**src/rtl/panel_seq_pkg.sv**
```systemverilog
package panel_seq_pkg;

  localparam int unsigned ROM_LEN = 89;
  localparam int unsigned PAT_LEN = 18;

  localparam logic [7:0] OP_WAKE   = 8'h11;
  localparam logic [7:0] OP_SLEEP  = 8'h10;
  localparam logic [7:0] OP_DON    = 8'h29;
  localparam logic [7:0] OP_DOFF   = 8'h28;
  localparam logic [7:0] OP_IDBASE = 8'hDA;
  localparam logic [7:0] OP_KEY    = 8'hF0;

  typedef struct packed {
    logic       dc;
    logic [7:0] val;
  } seq_byte_t;

  function automatic seq_byte_t cmd_b(input logic [7:0] v);
    return '{dc: 1'b1, val: v};
  endfunction

  function automatic seq_byte_t dat_b(input logic [7:0] v);
    return '{dc: 1'b0, val: v};
  endfunction

  // repeated run inside the last setup write
  function automatic logic [7:0] pat_byte(input int unsigned k);
    int unsigned j;
    if (k < 4)                 return 8'(5 + k);
    else if (k == 4 || k == 13) return 8'h01;
    else if (k <= 12) begin
      j = k - 5;
      return j[0] ? 8'(8'h0D + j / 2) : 8'(8'h09 + j / 2);
    end
    return 8'(8'h11 + (k - 14));
  endfunction

  function automatic seq_byte_t setup_entry(input int unsigned i);
    case (i)
      0:  return cmd_b(8'hB3);
      1:  return dat_b(8'h22);
      2:  return cmd_b(8'hB4);
      3:  return dat_b(8'h00);
      4:  return dat_b(8'h02);
      5:  return dat_b(8'h03);
      6:  return dat_b(8'h04);
      7:  return dat_b(8'h05);
      8:  return dat_b(8'h08);
      9:  return dat_b(8'h00);
      10: return dat_b(8'h0C);
      11: return cmd_b(8'hF3);
      12: return dat_b(8'h01);
      13: return dat_b(8'h00);
      14: return dat_b(8'h00);
      15: return dat_b(8'h08);
      16: return dat_b(8'h08);
      17: return dat_b(8'h02);
      18: return dat_b(8'h00);
      19: return cmd_b(8'hF2);
      20: return dat_b(8'h19);
      21: return dat_b(8'h00);
      22: return dat_b(8'h08);
      23: return dat_b(8'h0D);
      24: return dat_b(8'h03);
      25: return dat_b(8'h41);
      26: return dat_b(8'h3F);
      27: return cmd_b(8'hF4);
      28: return dat_b(8'h00);
      29: return dat_b(8'h00);
      30: return dat_b(8'h00);
      31: return dat_b(8'h00);
      32: return dat_b(8'h55);
      33: return dat_b(8'h44);
      34: return dat_b(8'h05);
      35: return dat_b(8'h88);
      36: return dat_b(8'h4B);
      37: return dat_b(8'h50);
      38: return cmd_b(8'hF6);
      39: return dat_b(8'h03);
      40: return dat_b(8'h09);
      41: return dat_b(8'h8A);
      42: return dat_b(8'h00);
      43: return dat_b(8'h01);
      44: return dat_b(8'h16);
      45: return cmd_b(8'hF7);
      46: return dat_b(8'h00);
      default: return dat_b(pat_byte((i - 47) % PAT_LEN));
    endcase
  endfunction

  // unlock pair, setup writes, lock pair
  function automatic seq_byte_t rom_entry(input int unsigned a);
    if (a == 0)                 return cmd_b(OP_KEY);
    else if (a < 3)             return dat_b(8'h5A);
    else if (a == ROM_LEN - 3)  return cmd_b(OP_KEY);
    else if (a > ROM_LEN - 3)   return dat_b(8'hA5);
    return setup_entry(a - 3);
  endfunction

endpackage

```
**src/rtl/panel_seq_rom.sv**
```systemverilog
module panel_seq_rom
  import panel_seq_pkg::*;
#(
  parameter int unsigned AW = 7
) (
  input  logic          clk,
  input  logic [AW-1:0] addr,
  output seq_byte_t     q
);
  // registered read, no reset: maps onto a block-RAM style ROM
  always_ff @(posedge clk) q <= rom_entry(int'(addr));
endmodule

```
**src/rtl/panel_seq_timer.sv**
```systemverilog
module panel_seq_timer #(
  parameter int unsigned CW = 9
) (
  input  logic          clk,
  input  logic          rst,
  input  logic          start,
  input  logic [CW-1:0] len,
  input  logic          tick,
  output logic          expired
);
  logic [CW-1:0] cnt_q;

  always_ff @(posedge clk) begin
    if (rst)                     cnt_q <= '0;
    else if (start)              cnt_q <= len;
    else if (tick && cnt_q != 0) cnt_q <= cnt_q - 1'b1;
  end

  assign expired = (cnt_q == '0);
endmodule

```
**src/rtl/panel_seq_tx.sv**
```systemverilog
module panel_seq_tx (
  input  logic       clk,
  input  logic       rst,
  input  logic       load,
  input  logic [7:0] ld_val,
  input  logic       ld_dc,
  input  logic       ld_rd,
  input  logic       ready,
  output logic       valid,
  output logic [7:0] val,
  output logic       dc,
  output logic       rd
);
  always_ff @(posedge clk) begin
    if (rst) begin
      valid <= 1'b0;
      val   <= '0;
      dc    <= 1'b0;
      rd    <= 1'b0;
    end else if (load) begin
      valid <= 1'b1;
      val   <= ld_val;
      dc    <= ld_dc;
      rd    <= ld_rd;
    end else if (valid && ready) begin
      valid <= 1'b0;
    end
  end
endmodule

```
**src/rtl/panel_pwr_seq.sv**
```systemverilog
module panel_pwr_seq
  import panel_seq_pkg::*;
#(
  parameter int unsigned T_SUP_MS   = 20,
  parameter int unsigned T_RST_MS   = 1,
  parameter int unsigned T_BOOT_MS  = 20,
  parameter int unsigned T_WAKE_MS  = 120,
  parameter int unsigned T_OFF_MS   = 25,
  parameter int unsigned T_SLEEP_MS = 120
) (
  input  logic        clk,
  input  logic        rst,
  input  logic        ms_tick,
  input  logic        req_power_up,
  input  logic        req_power_down,
  input  logic        req_disp_on,
  input  logic        req_disp_off,
  output logic        cmd_valid,
  input  logic        cmd_ready,
  output logic [7:0]  cmd_byte,
  output logic        cmd_dc,
  output logic        cmd_rd,
  input  logic        rd_valid,
  input  logic        rd_err,
  input  logic [7:0]  rd_data,
  output logic        vci_en,
  output logic        vio_en,
  output logic        panel_rst,
  output logic        busy,
  output logic        done,
  output logic [23:0] panel_id,
  output logic        id_valid
);
  localparam int unsigned TCW = $clog2(T_SUP_MS + T_RST_MS + T_BOOT_MS + T_WAKE_MS
                                       + T_OFF_MS + T_SLEEP_MS + 2);
  localparam int unsigned RAW = $clog2(ROM_LEN);
  localparam logic [RAW-1:0] ROM_LAST = RAW'(ROM_LEN - 1);

  typedef enum logic [4:0] {
    ST_OFF, ST_ON, ST_SUP, ST_RSTH, ST_BOOT, ST_WAKE2, ST_WAKET, ST_WAKEW,
    ST_ROMF, ST_ROMS, ST_ROMN, ST_RDCMD, ST_RDW, ST_DOFFT, ST_DOFFW,
    ST_SLPT, ST_SLPW, ST_PDN, ST_TXW, ST_FIN
  } st_t;

  st_t            st, st_n, ret_st, ret_n;
  logic           sup_q, sup_n, rstp_q, rstp_n, done_n;
  logic [RAW-1:0] addr_q, addr_n;
  logic [1:0]     idx_q, idx_n;
  logic [23:0]    id_q, id_n;
  logic           idv_q, idv_n;

  logic           tx_load, tx_dc, tx_rd;
  logic [7:0]     tx_val;
  logic           tmr_start, tmr_exp;
  logic [TCW-1:0] tmr_len;
  seq_byte_t      rom_q;

  panel_seq_rom #(.AW(RAW)) u_rom (.clk(clk), .addr(addr_q), .q(rom_q));

  panel_seq_timer #(.CW(TCW)) u_tmr (
    .clk(clk), .rst(rst), .start(tmr_start), .len(tmr_len),
    .tick(ms_tick), .expired(tmr_exp)
  );

  panel_seq_tx u_tx (
    .clk(clk), .rst(rst), .load(tx_load), .ld_val(tx_val), .ld_dc(tx_dc),
    .ld_rd(tx_rd), .ready(cmd_ready), .valid(cmd_valid), .val(cmd_byte),
    .dc(cmd_dc), .rd(cmd_rd)
  );

  always_comb begin
    st_n      = st;
    ret_n     = ret_st;
    sup_n     = sup_q;
    rstp_n    = rstp_q;
    done_n    = 1'b0;
    addr_n    = addr_q;
    idx_n     = idx_q;
    id_n      = id_q;
    idv_n     = idv_q;
    tx_load   = 1'b0;
    tx_val    = '0;
    tx_dc     = 1'b1;
    tx_rd     = 1'b0;
    tmr_start = 1'b0;
    tmr_len   = '0;
    unique case (st)
      ST_OFF: if (req_power_up) begin
        sup_n     = 1'b1;
        rstp_n    = 1'b1;
        idv_n     = 1'b0;
        id_n      = '0;
        tmr_start = 1'b1;
        tmr_len   = TCW'(T_SUP_MS);
        st_n      = ST_SUP;
      end
      ST_SUP: if (tmr_exp) begin
        tmr_start = 1'b1;
        tmr_len   = TCW'(T_RST_MS + 1);
        st_n      = ST_RSTH;
      end
      ST_RSTH: if (tmr_exp) begin
        rstp_n    = 1'b0;
        tmr_start = 1'b1;
        tmr_len   = TCW'(T_BOOT_MS);
        st_n      = ST_BOOT;
      end
      ST_BOOT: if (tmr_exp) begin
        tx_load = 1'b1;
        tx_val  = OP_WAKE;
        ret_n   = ST_WAKE2;
        st_n    = ST_TXW;
      end
      ST_WAKE2: begin
        tx_load = 1'b1;
        tx_val  = OP_WAKE;
        ret_n   = ST_WAKET;
        st_n    = ST_TXW;
      end
      ST_WAKET: begin
        tmr_start = 1'b1;
        tmr_len   = TCW'(T_WAKE_MS);
        st_n      = ST_WAKEW;
      end
      ST_WAKEW: if (tmr_exp) begin
        addr_n = '0;
        st_n   = ST_ROMF;
      end
      ST_ROMF: st_n = ST_ROMS;
      ST_ROMS: begin
        tx_load = 1'b1;
        tx_val  = rom_q.val;
        tx_dc   = rom_q.dc;
        ret_n   = ST_ROMN;
        st_n    = ST_TXW;
      end
      ST_ROMN: begin
        if (addr_q == ROM_LAST) begin
          idx_n = '0;
          st_n  = ST_RDCMD;
        end else begin
          addr_n = addr_q + 1'b1;
          st_n   = ST_ROMF;
        end
      end
      ST_RDCMD: begin
        tx_load = 1'b1;
        tx_val  = OP_IDBASE + 8'(idx_q);
        tx_rd   = 1'b1;
        ret_n   = ST_RDW;
        st_n    = ST_TXW;
      end
      ST_RDW: begin
        if (rd_err) begin
          st_n = ST_FIN;
        end else if (rd_valid) begin
          id_n = {id_q[15:0], rd_data};
          if (idx_q == 2'd2) begin
            idv_n = 1'b1;
            st_n  = ST_FIN;
          end else begin
            idx_n = idx_q + 1'b1;
            st_n  = ST_RDCMD;
          end
        end
      end
      ST_ON: begin
        if (req_power_down) begin
          tx_load = 1'b1;
          tx_val  = OP_SLEEP;
          ret_n   = ST_SLPT;
          st_n    = ST_TXW;
        end else if (req_disp_off) begin
          tx_load = 1'b1;
          tx_val  = OP_DOFF;
          ret_n   = ST_DOFFT;
          st_n    = ST_TXW;
        end else if (req_disp_on) begin
          tx_load = 1'b1;
          tx_val  = OP_DON;
          ret_n   = ST_FIN;
          st_n    = ST_TXW;
        end
      end
      ST_DOFFT: begin
        tmr_start = 1'b1;
        tmr_len   = TCW'(T_OFF_MS);
        st_n      = ST_DOFFW;
      end
      ST_DOFFW: if (tmr_exp) st_n = ST_FIN;
      ST_SLPT: begin
        tmr_start = 1'b1;
        tmr_len   = TCW'(T_SLEEP_MS);
        st_n      = ST_SLPW;
      end
      ST_SLPW: if (tmr_exp) begin
        rstp_n = 1'b1;
        st_n   = ST_PDN;
      end
      ST_PDN: begin
        sup_n  = 1'b0;
        done_n = 1'b1;
        st_n   = ST_OFF;
      end
      ST_TXW: if (!cmd_valid) st_n = ret_st;
      ST_FIN: begin
        done_n = 1'b1;
        st_n   = ST_ON;
      end
      default: st_n = ST_OFF;
    endcase
  end

  always_ff @(posedge clk) begin
    if (rst) begin
      st     <= ST_OFF;
      ret_st <= ST_OFF;
      sup_q  <= 1'b0;
      rstp_q <= 1'b1;
      done   <= 1'b0;
      addr_q <= '0;
      idx_q  <= '0;
      id_q   <= '0;
      idv_q  <= 1'b0;
    end else begin
      st     <= st_n;
      ret_st <= ret_n;
      sup_q  <= sup_n;
      rstp_q <= rstp_n;
      done   <= done_n;
      addr_q <= addr_n;
      idx_q  <= idx_n;
      id_q   <= id_n;
      idv_q  <= idv_n;
    end
  end

  assign vci_en    = sup_q;
  assign vio_en    = sup_q;
  assign panel_rst = rstp_q;
  assign busy      = (st != ST_OFF) && (st != ST_ON);
  assign panel_id  = id_q;
  assign id_valid  = idv_q;

endmodule

```
**config.mk**
```make
export PLATFORM = sky130hd
export DESIGN_NAME = panel_pwr_seq
export DESIGN_NICKNAME = d
export VERILOG_FILES = /design/src/rtl/panel_seq_pkg.sv /design/src/rtl/panel_seq_rom.sv /design/src/rtl/panel_seq_timer.sv /design/src/rtl/panel_seq_tx.sv /design/src/rtl/panel_pwr_seq.sv
export SDC_FILE = /design/constraint.sdc
export NUM_CORES = 1
export LEC_CHECK = 0
export CAP_MARGIN = 40
export CORE_MARGIN = 1
export CORE_UTILIZATION = 45
export DETAILED_ROUTE_END_ITERATION = 12
export PLACE_DENSITY = 0.64
export SLEW_MARGIN = 20
export SYNTH_ARGS = -nofsm -noshare
export SYNTH_HDL_FRONTEND = slang
export SYNTH_SLANG_ARGS = --single-unit
```
**constraint.sdc**
```tcl
create_clock -name clk -period 41.1 [get_ports clk]
set_clock_uncertainty 0.15 [all_clocks]
set_input_delay 6.165 -clock clk [delete_from_list [all_inputs] [get_ports clk]]
set_output_delay 6.165 -clock clk [all_outputs]
set_load 0.01 [all_outputs]
```
# Word level (Yosys, flattened, before mapping)
# Index checks and enable logic that the tools add are counted.
[word_totals] wordCells=244 register_bits=76 output_inout_bits=41
[op_classes] mux=86 div=1 reduce_logical=38 n_addsub=12 magnitude_cmp=4 n_eq_ne=87
[ops] operator="$eq A32 B5 Y1 const B" count=16
[ops] operator="$eq A32 B6 Y1 const B" count=15
[ops] operator="$eq A32 B4 Y1 const B" count=9
[ops] operator="$pmux W9 S28" count=1
[ops] operator="$eq A32 B3 Y1 const B" count=5
[ops] operator="$mux W5" count=21
[ops] operator="$pmux W5 S17" count=1
[ops] operator="$mux W24" count=3
[ops] operator="$eq A32 B2 Y1 const B" count=2
[ops] operator="$mux W9" count=7
[ops] operator="$pmux W24 S2" count=1
[ops] operator="$reduce_or A47 Y1" count=1
[ops] operator="$eq A5 B4 Y1 const B" count=8
[ops] operator="$mux W8" count=5
[ops] operator="$pmux W8 S5" count=1
[ops] operator="$pmux W7 S5" count=1
[ops] operator="$eq A32 B1 Y1 const B" count=1
[ops] operator="$le A32 B4 Y1 const B" count=1
[ops] operator="$logic_not A32 Y1" count=1
[ops] operator="$lt A32 B3 Y1 const B" count=1
[ops] operator="$mod A32 B5 Y32 const B" count=1
[ops] operator="$sub A32 B6 Y32 const B" count=1
[ops] operator="$ne A2 B2 Y1 const B" count=14
[ops] operator="$mux W1" count=26
[ops] operator="47 further kinds" count=85

# Longest topological paths before layout
[logic_depth] depth_word=12 depth_mapped=65

# By module
# From an unflattened synthesis, not the netlist that was laid out.
[hier_totals] cells_unflattened=866 area_unflattened_um2=6596.3
[by_module_without_submodules] mod="panel_pwr_seq" cells_per_inst=352 instances=1 area_per_inst_um2=2821.5
[by_module_without_submodules] mod="panel_seq_rom" cells_per_inst=408 instances=1 area_per_inst_um2=2781.4
[by_module_without_submodules] mod="panel_seq_timer" cells_per_inst=70 instances=1 area_per_inst_um2=604.3
[by_module_without_submodules] mod="panel_seq_tx" cells_per_inst=36 instances=1 area_per_inst_um2=389.1

# Worst setup path before layout
# OpenSTA, ideal clock, no wires.
[synth_path] kind="register to register" start="register addr_q[0]" end="register u_rom.q[4] (netlist name)" stages_incl_launch_ff=61 synth_period_minus_slack_ns=15.071 path_slack_ns=26.029 t_arrival_ns=14.802 path_cell_list="dfxtp_1 > ha_1 > xnor2_1 > nand3_1 > o21ai_0 > nand2_1 > nand2_1 > ha_1 > buf_4 > clkbuf_1 > nand2_1 > a21oi_1 > o21ai_1 > a2111oi_2 > mux2i_1 > nor2_1 > o21ai_1 > a21boi_1 > (+25 left out) > a21o_1 > nor4_2 > mux2_2 > and2_1 > a2111oi_4 > a2111oi_2 > or3_4 > a31oi_1 > a21boi_2 > a22oi_4 > xnor2_1 > inv_1 > ha_1 > a21oi_1 > a211oi_1 > nand2b_1 > a41o_1 > o21bai_1"
[synth_between] elab_chain_len=12 elab_cells_between_ends=90 classes_between="8 x add/sub; 1 x div; 4 x order compare; 49 x eq/ne; 19 x mux; 9 x reduce/logical"
[synth_rtl] item="from (decl)" line="panel_pwr_seq.sv:47" text="logic [RAW-1:0] addr_q, addr_n;"
[synth_rtl] item="from (signal assigned)" line="panel_pwr_seq.sv:231" text="addr_q <= addr_n;"
[synth_rtl] item="$sub A7 B2 Y8" line="panel_seq_pkg.sv:97" text="return setup_entry(a - 3);"
[synth_rtl] item="$sub A32 B6 Y32" line="panel_seq_pkg.sv:87" text="default: return dat_b(pat_byte((i - 47) % PAT_LEN));"
[synth_rtl] item="$mod A32 B5 Y32" line="panel_seq_pkg.sv:87"
[synth_rtl] item="$sub A9 B3 Y9 (tied with other cells)" line="panel_seq_pkg.sv:32" text="j = k - 5;"
[synth_rtl] item="$add A4 B8 Y8 (tied with other cells)" line="panel_seq_pkg.sv:33" text="return j[0] ? 8'(8'h0D + j / 2) : 8'(8'h09 + j / 2);"
[synth_rtl] item="$mux W8 or $mux W1 (tied branches)" line="panel_seq_pkg.sv:33, panel_seq_pkg.sv:30"
[synth_rtl] item="$mux W8 or $mux W1 (tied branches)" line="panel_seq_pkg.sv:31, panel_seq_pkg.sv:29"
[synth_rtl] item="$mux W8 or $mux W1 (tied branches)" line="panel_seq_pkg.sv:30, panel_seq_pkg.sv:39"
[synth_rtl] item="$mux W8 or $mux W1 (tied branches)" line="panel_seq_pkg.sv:29, panel_seq_pkg.sv:97"
[synth_rtl] item="$mux W8" line="panel_seq_pkg.sv:35" text="return 8'(8'h11 + (k - 14));"
[synth_rtl] item="$pmux W9 S28" line="panel_seq_pkg.sv:39" text="case (i)"
[synth_rtl] item="$mux W9 (*)" line="panel_seq_pkg.sv:97"
[synth_rtl] item="to (signal assigned)" line="panel_seq_rom.sv:11" text="always_ff @(posedge clk) q <= rom_entry(int'(addr));"
[synth_rtl] item="to (decl)" line="panel_seq_rom.sv:8" text="output seq_byte_t q"
# Every way passes the cells marked *; elsewhere a longest branch is shown, timed or not. The select of a mux whose other input is x is not followed.
# A chain may end at the register's enable or synchronous reset.

# Final worst setup path
# Same ends and word-level chain as after synthesis.

==> out/qor.csv <==
metric;value;unit
status;completed;
slowest stage delay, CP;0.68;ns
Setup-failing EPs final;0;
worst setup path class;register to register;
non-filler cells, final;1588;
met3 wire length;1190;um
clock transition at the registers of the reported paths;0.06;ns
CP required;41.18;ns
Final min period;18.21;ns
final setup TNS;0;ns
H-tree depth;3;
gpl congestion;0.943;
core footprint;20300;um2
vias per cell;6.31;
Slew Viols, Final;0;
Post-CTS Hold Buffers;0;
Post-Syn Area;9330;um2
Setup Fix Bufs, Post-CTS;0;
vias;10000;
cell mode on critical path;nand2_1;
initial antenna violation count;0;
most common cell in the synthesized netlist;nand2_1;
IO Count;59;
M1 WL;12600;um
final hold vios;0;
first-pass GRT wire length;43800;um
PD cells;26.2;nW/um2
Synth warnings;0;
Synth Flop Type;dfxtp_1;
hpwl dp;19400;um
WHS;0.300;ns
Yosys reg bits;76;
Routed WL;26300;um
Worst slew margin;0.403;
RSZ-0062 raised after global routing;false;
ratio of final minimum period to clock period;0.443;
Worst Setup End Kind;register;
CTS sink cnt;76;
drt drc;0;
Worst VDD drop;27.9;uV
Synth area leaders;dfxtp_1 16%, a21oi_1 6.3%, nand2_1 5.7%, nor2_1 5.0%, nand3_1 3.2%;
Worst path slowest cell;mux2i_1;
Max Freq;54.9;MHz
CTS tree;yes;
Placed Cells;1571;
antenna cells;0;
CTS buffer count;9;
grt total ovfl;0;
Cell variety after synth;115;
dominant cell type by area after synthesis;dfxtp_1;
synth cell count leaders;142 x nand2_1, 124 x nor2_1, 118 x a21oi_1;
startpoint types;register;
Hold/Removal Path Class;register to register;
Seq/Total Area, Yosys;0.163;
Cell Area, Placed;10000;um2
Synthesized Nets;1348;
die height;146;um
highest routed metal layer;met4;
number of global-route vias before repair;8854;
Synth Instances;1308;
total die area;21300;um2
PortBufs;58;
Clock Latency Late Sink;0.33;ns
Die X;146;um
Root Driver;clkbuf_16;
critical path fanouts, max;15;
cell area after layout;10400;um2
Initial Util;0.460;
ratio of cells with drive above 1 in the final layout;0.0857;
DR WL/cell;16.5;um
EDFF count, synth;0;
Yosys top cell area share;0.163;
WP data arrival;18.29;ns
DR WL met2;12000;um
actual slew at the worst max-slew pin;0.870;ns
ys async rst share;0;
1st-iter DRT viols;850;
max cap viols;0;
syn avg cell area;7.14;um2
drt first pass iters;7;
antenna-violating nets left;0;
Resize count post-CTS;0;
total global-route track usage;0.239;
Final nets;1353;
leak pwr;3.66;nW
pin count of the biggest net entering global routing;65;
Area growth syn-to-layout;11.1;%
Longest Clk Path Bufs;2;
Rows;52;
[cell usage in the layout, fill, tap and decap left out, types with 29 or more instances in the layout]
master / instances
nand2_1: 142
nor2_1: 124
a21oi_1: 117
dfxtp_1: 76
nand3_1: 59
clkdlybuf4s50_1: 57
o21ai_0: 56
nor3_1: 54
xnor2_1: 30
inv_1: 29
[per-layer routing]
metal | vias to the layer above | GRT usage
li1 | 5024 | -
met1 | 4640 | 0.338
met2 | 320 | 0.386
met3 | 39 | 0.0250
met4 | 0 | 0.0635
met5 | - | 0
[worst paths after layout]
path,startpoint,to,slack (ns),depth (start not counted)
max,addr_q[0],u_rom.q[4],22.89,58
min,panel_id[16],panel_id[16],0.30,2
max reg2reg,addr_q[0],u_rom.q[4],22.89,58
min reg2reg,panel_id[16],panel_id[16],0.30,2
[state kept, by name, summed over array words and instances, names as in the netlist]
signal	count
addr_q	7
done	1
id_valid	1
idx_q	2
panel_id	24
panel_rst	1
ret_st	5
st	5
u_rom.q	9
u_tmr.cnt_q	9
u_tx.dc	1
u_tx.rd	1
u_tx.val	8
u_tx.valid	1
vci_en	1
[critical path, delay by kind of cell (launching register included)]
kind | cells | cell delay [ns]
compound gates | 27 | 7.57
simple gates | 19 | 5.30
fa+ha+maj | 5 | 1.97
mux | 4 | 1.71
flops | 1 | 0.53
xor+xnor | 1 | 0.43
buf+inv | 2 | 0.40
[through the flow]
stage / worst slack (ns) / total power [mW] / util
final: 22.89 / 0.272 / 0.511
after floorplan: 26.03 / 0.159 / -
after CTS: 23.06 / 0.273 / 0.511
after global routing: 21.35 / 0.290 / 0.511
after global placement: 23.34 / 0.183 / 0.494
after detailed placement: 23.13 / 0.185 / 0.494
[power breakdown]
part	leakage, nW	switching [mW]	internal [mW]	total (mW)
clock network	0.163	0.0313	0.0553	0.0867
logic	2.88	0.0580	0.0351	0.0931
registers	0.615	0.0101	0.0817	0.0918
[final cells by class]
type                    instances  area, um2
clock buffers                  10        239
clock inverters                 6       95.1
fillers                      2013       9930
inverters                      32        120
multi-input cells            1121       7370
flip-flops and latches         76       1520
well taps                     270        338
repair buffers                 73        689
[cells by family after synthesis]
family / after synthesis / synth area share
AND/OR/NAND/NOR: 535 / 0.283
AO/OA/AOI/OAI: 490 / 0.398
buffers and inverters: 111 / 0.0481
flip-flops: 76 / 0.163
XOR/XNOR: 44 / 0.0441
multiplexers: 27 / 0.0311
adder cells (fa/ha/maj): 25 / 0.0330
Note: power is estimated with default switching activity, not from simulation.
